[src/rtl/keyseq_pkg.sv]
package keyseq_pkg;

    typedef enum logic [1:0] {
        ST_IDLE  = 2'd0,
        ST_ARMED = 2'd1,
        ST_OPEN  = 2'd2
    } kg_state_e;

endpackage

[src/rtl/keyseq_decode.sv]
module keyseq_decode #(
    parameter int DATA_W = 8,
    parameter int HI_BIT = 1,
    parameter int LO_BIT = 0
) (
    input  logic              cyc_stb,
    input  logic              ctl_wr,
    input  logic [DATA_W-1:0] ctl_wdata,
    output logic              step_hi,
    output logic              step_lo
);

    logic key_hi;
    logic key_lo;
    logic wr_now;
    logic unused_rest;

    assign key_hi = ctl_wdata[HI_BIT];
    assign key_lo = ctl_wdata[LO_BIT];
    assign wr_now = ctl_wr & cyc_stb;

    // Exactly one key bit per step; any other data bit is a don't-care.
    assign step_hi = wr_now &  key_hi & ~key_lo;
    assign step_lo = wr_now & ~key_hi &  key_lo;

    assign unused_rest = ^ctl_wdata;

endmodule

[src/rtl/keyseq_spacer.sv]
module keyseq_spacer #(
    parameter int GAP_CYC = 3
) (
    input  logic clk,
    input  logic rst_n,
    input  logic cyc_stb,
    input  logic attempt,
    output logic gap_ok
);

    localparam int GAP_W = $clog2(GAP_CYC + 1);
    localparam logic [GAP_W-1:0] GAP_V = GAP_W'(GAP_CYC);
    localparam logic [GAP_W-1:0] ONE_V = GAP_W'(1);

    logic [GAP_W-1:0] since_q;

    // Counts strobes since the last accepted attempt, saturating at GAP_CYC.
    always_ff @(posedge clk or negedge rst_n) begin
        if (!rst_n) begin
            since_q <= GAP_V;
        end else if (attempt) begin
            since_q <= ONE_V;
        end else if (cyc_stb && (since_q != GAP_V)) begin
            since_q <= since_q + ONE_V;
        end
    end

    assign gap_ok = (since_q == GAP_V);

endmodule

[src/rtl/keyseq_fsm.sv]
module keyseq_fsm
    import keyseq_pkg::*;
#(
    parameter int WIN_CYC = 3
) (
    input  logic      clk,
    input  logic      rst_n,
    input  logic      cyc_stb,
    input  logic      step_hi,
    input  logic      step_lo,
    input  logic      gap_ok,
    input  logic      prot_wr_req,
    output kg_state_e state,
    output logic      attempt,
    output logic      lock_open,
    output logic      prot_wr_en,
    output logic      wr_dropped
);

    localparam int WIN_W = $clog2(WIN_CYC + 1);
    localparam logic [WIN_W-1:0] WIN_LAST = WIN_W'(WIN_CYC - 1);
    localparam logic [WIN_W-1:0] WIN_ONE  = WIN_W'(1);

    kg_state_e        st_q;
    kg_state_e        st_d;
    logic [WIN_W-1:0] win_q;

    assign attempt = (st_q == ST_IDLE) & step_hi & gap_ok;

    always_comb begin
        st_d = st_q;
        unique case (st_q)
            ST_IDLE: begin
                if (attempt) st_d = ST_ARMED;                 // ARM
            end
            ST_ARMED: begin
                if (cyc_stb) st_d = step_lo ? ST_OPEN         // UNLOCK
                                            : ST_IDLE;        // ABORT
            end
            ST_OPEN: begin
                if (cyc_stb && (win_q == WIN_LAST)) st_d = ST_IDLE;  // EXPIRE
            end
            default: st_d = ST_IDLE;
        endcase
    end

    always_ff @(posedge clk or negedge rst_n) begin
        if (!rst_n) begin
            st_q  <= ST_IDLE;
            win_q <= '0;
        end else begin
            st_q <= st_d;
            if (st_q != ST_OPEN) begin
                win_q <= '0;
            end else if (cyc_stb) begin
                win_q <= win_q + WIN_ONE;
            end
        end
    end

    always_comb begin
        lock_open  = (st_q == ST_OPEN);
        prot_wr_en = prot_wr_req & cyc_stb &  lock_open;
        wr_dropped = prot_wr_req & cyc_stb & ~lock_open;
    end

    assign state = st_q;

endmodule

[src/rtl/keyseq_guard.sv]
module keyseq_guard
    import keyseq_pkg::*;
#(
    parameter int DATA_W  = 8,
    parameter int HI_BIT  = 1,
    parameter int LO_BIT  = 0,
    parameter int WIN_CYC = 3,
    parameter int GAP_CYC = 3
) (
    input  logic              clk,
    input  logic              rst_n,
    input  logic              cyc_stb,
    input  logic              ctl_wr,
    input  logic [DATA_W-1:0] ctl_wdata,
    output logic [DATA_W-1:0] ctl_rdata,
    input  logic              prot_wr_req,
    output logic              prot_wr_en,
    output logic              wr_dropped,
    output logic              lock_open
);

    logic      step_hi;
    logic      step_lo;
    logic      gap_ok;
    logic      attempt;
    kg_state_e state_w;
    logic      armed_w;

    keyseq_decode #(
        .DATA_W (DATA_W),
        .HI_BIT (HI_BIT),
        .LO_BIT (LO_BIT)
    ) u_dec (
        .cyc_stb   (cyc_stb),
        .ctl_wr    (ctl_wr),
        .ctl_wdata (ctl_wdata),
        .step_hi   (step_hi),
        .step_lo   (step_lo)
    );

    keyseq_spacer #(
        .GAP_CYC (GAP_CYC)
    ) u_gap (
        .clk     (clk),
        .rst_n   (rst_n),
        .cyc_stb (cyc_stb),
        .attempt (attempt),
        .gap_ok  (gap_ok)
    );

    keyseq_fsm #(
        .WIN_CYC (WIN_CYC)
    ) u_fsm (
        .clk         (clk),
        .rst_n       (rst_n),
        .cyc_stb     (cyc_stb),
        .step_hi     (step_hi),
        .step_lo     (step_lo),
        .gap_ok      (gap_ok),
        .prot_wr_req (prot_wr_req),
        .state       (state_w),
        .attempt     (attempt),
        .lock_open   (lock_open),
        .prot_wr_en  (prot_wr_en),
        .wr_dropped  (wr_dropped)
    );

    assign armed_w   = (state_w == ST_ARMED);
    assign ctl_rdata = '0;   // key bits are write-only

endmodule

[config.mk]
export PLATFORM = sky130hd
export DESIGN_NAME = keyseq_guard
export DESIGN_NICKNAME = d
export VERILOG_FILES = /design/src/rtl/keyseq_pkg.sv /design/src/rtl/keyseq_decode.sv /design/src/rtl/keyseq_spacer.sv /design/src/rtl/keyseq_fsm.sv /design/src/rtl/keyseq_guard.sv
export SDC_FILE = /design/constraint.sdc
export NUM_CORES = 1
export LEC_CHECK = 0
export ABC_CLOCK_PERIOD_IN_PS = 1600
export BUFFER_PORTS_ARGS = -buffer_cell sky130_fd_sc_hd__buf_2
export CORE_AREA = 2 2 39 41
export DETAILED_ROUTE_END_ITERATION = 10
export DIE_AREA = 0 0 41 43
export HOLD_SLACK_MARGIN = 0.06
export SETUP_SLACK_MARGIN = 0.4
export SLEW_MARGIN = 20
export SYNTH_ARGS = -nofsm -noshare
export SYNTH_HDL_FRONTEND = slang
export SYNTH_SLANG_ARGS = --single-unit
[constraint.sdc]
create_clock -name clk -period 1.6 [get_ports clk]
set_clock_uncertainty 0.15 [all_clocks]
set_input_delay 0.16 -clock clk [delete_from_list [all_inputs] [get_ports clk]]
set_output_delay 0.16 -clock clk [all_outputs]
set_load 0.01 [all_outputs]
==> results.toml, run 1 <==
[clocking]
clk_pin_slew_worst_paths_ps = 50
cts_root_buf = "clkbuf_4"
clkSinkCount = 6
clock_path_buffers = 2
cts_buffers = 3
h-tree-depth = 1
clock_latency_ps = 240
cts_tree = "done"

[logic_synthesis]
synth_cell_types = 22
synth_flop_cell = "dfrtp_1"
syn_inst = 42
yosysMostFrequentCell = "buf_4"
synth_edf_count = 0
synthTopCellsByCount = "buf_4 (8), dfrtp_1 (4), nor2_1 (4)"
yosys-top-cells-area = "dfrtp_1 (25%), buf_4 (15%), dfstp_2 (13%)"
yosysTopAreaCell = "dfrtp_1"
yosysWarnings = 0
async_reset_ff_share_pct = 100
syn_area_per_cell_um2 = 9.59
syn_area_um2 = 403
yosysSeqAreaShare_pct = 37.9
yosys.area.top_type_share_pct = 24.8
ys_ff_latch = 6

[drt]
vias = 284
routed_via_density = 3.89
wl_per_cell_um = 8.92
dr.pass1.iters = 1
ant_nets = 0
drt_iter0_drc = 0
drc_errors = 0
routed_wl_um = 651

[global_routing]
grt.overflow.total = 0
grtUsageTotal_pct = 8.71
grt_max_degree = 9
grt_pass1_wl_um = 959
antenna_found_initial = 0
grt_pass1_vias = 246

[worst_setup_path]
cp_slowest_cell = "dfstp_2"
end_kind = "flop"
required_ps = 1610
cp-start-kind = "flop"
critical-path-max-stage-delay_ps = 550
critical-path-top-delay-family = "flip-flops"
path_class = "reg -> reg"
path_buf_inv = 0
cp_max_fo = 2
path_cells = "ha_4 -> nand4b_1 -> o21bai_1 -> mux2_1"
cp_data_arrival_time_ps = 1510

[floorplan]
coreArea_um2 = 1380
die-area_um2 = 1760
rows = 14
chipWidth_um = 41
die_h_um = 43
io_pins = 24
initial_core_util_pct = 29.1

[sta]
finalSetupViolations = 0
drv_slew = 0
min_period_ps = 1500
fmax_ghz = 0.668
hold_viol_final = 0
period_share_pct = 93.6
setup_tns_ps = 0
rsz0062_at_grt = "yes"

[cells_and_area]
n_antenna_cell = 0
drive_gt1_share_pct = 36.8
areaGrowthSynthToFinish_pct = 28.3
finish.utilization_pct = 37.3
nNetsFinal = 73

[job]
drv_cap = 0

[placed_design]
numPortBuffers = 9
place.gp.congestion = 0.608
dpl.hpwl_um = 523

[pwr]
p_leak_uw = 0.000255
peakVddDrop_mv = 0.493
power_density_nw_per_um2 = 1380

[status]
status = "complete, no violations"

[worst_hold_path]
hold_path.class = "in -> reg"
## cells in the final DEF, fill, tap and decap left out, drive strengths merged, types with 3 or more instances in the layout
cell and n:
nor2 4, buf 11, conb 8, inv 3, clkbuf 4, dfrtp 4
## sequential cells by signal, summed over array words and instances, names as in the netlist
| name | count |
|---|---|
| u_fsm.state | 2 |
| u_fsm.win_q | 2 |
| u_gap.since_q | 2 |
## metal layers
metal,wire [µm],GRT usage [%],up-vias
li1,-,-,147
met1,297,9.93,126
met2,310,11.9,9
met3,37,3.14,2
met4,6,8.00,0
met5,0,0,-
## cells by family after synthesis
kind of cell	synth area share, %
flops	37.9
xor+xnor	4.35
simple gates	18.6
compound gates	6.21
mux	5.28
buf+inv	20.5
other cells	0.931
fa+ha+maj	6.21
## repair_timing
action	in CTS	in global routing
gates cloned	0	0
resized for setup	3	3
setup endpoints to repair	6	8
pin swaps	5	2
hold buffers	1	1
endpoints found under the hold margin	6	1
setup buffers	2	0
## area by class of cell
type                    instances  area (µm²)
flip-flops and latches          6         153
inverters                       3        11.3
clock buffers                   4        26.3
multi-input cells              31         220
fillers                       139         867
well taps                      16        20.0
repair buffers                 13        86.3
## worst reg2reg max path, cell delays in order, from the launching register on
cell and delay, ps:
dfstp_2 550, ha_4 130, nand4b_1 90, o21bai_1 160, mux2_1 340
## power by group
group | internal, µW | total [µW] | switching [µW]
Combinational | 166 | 296 | 130
Clock | 94.4 | 148 | 53.9
Sequential | 220 | 266 | 45.7
## path summary, 6_finish.rpt
path,cells past startpoint,startpoint,slack [ps],to
setup / recovery,4,u_gap.since_q[0],100,u_gap.since_q[1]
hold / removal,3,ctl_wdata[0],60,u_fsm.state[1]
setup reg to reg,4,u_gap.since_q[0],100,u_gap.since_q[1]
hold reg to reg,2,u_fsm.win_q[0],410,u_fsm.win_q[0]
max in group asynchronous,2,rst_n,970,u_gap.since_q[1]
min in group asynchronous,2,rst_n,110,u_fsm.win_q[0]
## per-stage QoR
stage               total power [µW]  setup slack [ps]  hold WS [ps]  instance area, µm²  std cells
detailed placement               489              84.4          -164                 435         65
CTS                              713              93.9          65.4                 500         72
global route                     770              40.2          62.0                 517         73
floorplan                        441               149          -286                 442         49
finish                           711               103          62.3                 517         73
global placement                 475              93.7          -167                 435         65
No activity file was read; power rests on OpenSTA's default activity.
==> inputs of run 2 (changes only) <==
CORE_AREA = 8 8 45 47   (was 2 2 39 41)
DIE_AREA = 0 0 53 55   (was 0 0 41 43)
SLEW_MARGIN = unset   (was 20)
==> run 2 against run 1 <==
Effect of this change:
- register-to-register slack barely moved
- clock-buffer cell count stayed put
- flip-flop and latch count unchanged
- setup slack gained 4.9 ps
- first-iteration DRC count up 3
- maximum frequency grew 0.33%
==> results.toml, run 2 (synthesized netlist as in run 1, its figures left out) <==
[drt]
drt_iter0_drc = 3
dr.pass1.iters = 4
drc_errors = 0
wl_per_cell_um = 11.1
routed_via_density = 4.11
ant_nets = 0
routed_wl_um = 818
vias = 304

[global_routing]
grt_max_degree = 9
grtUsageTotal_pct = 6.03
grt.overflow.total = 0
grt_pass1_vias = 319
grt_pass1_wl_um = 1200
antenna_found_initial = 0

[status]
status = "complete, no violations"

[pwr]
p_sw_uw = 235
intPower_uw = 497
peakVddDrop_mv = 0.368
p_sw_share_pct = 32.1
clkPwrFrac_pct = 20.4
seqPwrFrac_pct = 36.4
power_density_nw_per_um2 = 1410
p_comb_share_pct = 43.2
total_power_uw = 732
p_leak_uw = 0.000259

[sta]
hold_viol_final = 0
holdWs_ps = 68.0
min_period_ps = 1490
finalSetupViolations = 0
drv_slew = 0
period_share_pct = 93.3
fmax_ghz = 0.670
setup_tns_ps = 0
rsz0062_at_grt = "yes"

[floorplan]
initial_core_util_pct = 29.1
die_h_um = 55
coreArea_um2 = 1380
die-area_um2 = 2920
io_pins = 24
chipWidth_um = 53
rows = 14

[worst_setup_path]
reg2reg_slack_ps = 110
path_class = "reg -> reg"
r2r_end = "u_gap.since_q[1]"
end_kind = "flop"
cp_max_fo = 2
cp-start-kind = "flop"
cp_data_arrival_time_ps = 1500
reg2regPathDepth = 4
required_ps = 1610
reg2reg_from = "u_gap.since_q[1]"

[cells_and_area]
finish.utilization_pct = 37.4
mostFrequentLayoutCells = "conb_1 (8), buf_2 (8), buf_4 (4), dfrtp_1 (4)"
fin_area_um2 = 518
nNetsFinal = 74
drive_gt1_share_pct = 37.9
n_antenna_cell = 0
n_fill_cell = 148
areaGrowthSynthToFinish_pct = 28.6

[worst_hold_path]
min_to = "u_fsm.state[1]"
hold_path.class = "in -> reg"
holdCritStartpoint = "ctl_wdata[0]"
worst_hold_path.num_cells = 3

[clocking]
cts_tree = "done"
clk_pin_slew_worst_paths_ps = 50
cts_root_buf = "clkbuf_4"
h-tree-depth = 1
clkSinkCount = 6
clock_path_buffers = 2
cts_buffers = 3
clock_latency_ps = 240

[placed_design]
place.gp.congestion = 0.713
placed_area_um2 = 435
dpl.hpwl_um = 615
numPortBuffers = 9

[job]
drv_cap = 0
[run 2: cell count changes in the layout (fill, tap and decap cells not counted)]
cell / before / now
buf_4: 2 / 4
dlygate4sd3_1: 2 / 1
o21ai_0: 0 / 1
o21ai_2: 1 / 0
[run 2: worst max-delay path: stages, from the launching register on]
cell and delay [ps]:
dfstp_2 540, ha_4 130, nand4b_1 100, o21bai_1 160, mux2_1 330
[run 2: area by class of cell]
type	instances	area (µm²)	share of cell area [%]
Inverter	3	11.3	2.17
Clock buffer	4	26.3	5.07
Sequential cell	6	153	29.5
Multi-Input combinational cell	31	216	41.8
Timing Repair Buffer	14	91.3	17.6
Tap cell	16	20.0	3.86
[run 2: power by group through the flow]
| stage | registers, µW | logic, µW | clock network, µW |
|---|---|---|---|
| 6_report | 266 | 316 | 149 |
| 4_1_cts | 267 | 305 | 157 |
| 3_3_place_gp | 261 | 215 | 0 |
| 3_5_place_dp | 265 | 225 | 0 |
| 2_1_floorplan | 257 | 184 | 0 |
| 5_1_grt | 272 | 359 | 170 |
[run 2: routing by layer]
layer	GRT usage, %	up-vias	part of all wire, %
met2	9.96	10	51
li1	-	151	-
met5	0	-	0
met4	6.47	0	0
met3	3.48	0	13
met1	4.75	143	36
[run 2: worst max-delay path by stage]
stage	from	to	slack, ps	depth (start not counted)
2_1_floorplan	u_gap.since_q[0]	u_gap.since_q[1]	150	4
3_3_place_gp	u_gap.since_q[0]	u_gap.since_q[1]	100	4
3_5_place_dp	u_gap.since_q[0]	u_gap.since_q[1]	70	4
4_1_cts	u_gap.since_q[1]	u_gap.since_q[1]	90	4
5_1_grt	u_gap.since_q[1]	u_gap.since_q[1]	30	4
6_report	u_gap.since_q[1]	u_gap.since_q[1]	110	4
[run 2: what timing repair did]
item,CTS,global route
setup buffers,3,1
gates resized for setup,3,1
hold endpoints to repair,6,0
gates cloned,0,0
setup endpoints to repair,6,7
hold buffers,1,0
pin swaps,4,0
[run 2: stage by stage]
stage | worst slack, ps | cells
CTS | 90.2 | 73
floorplan | 149 | 49
finish | 108 | 74
global route | 29.7 | 74
global placement | 95.4 | 65
detailed placement | 72.0 | 65
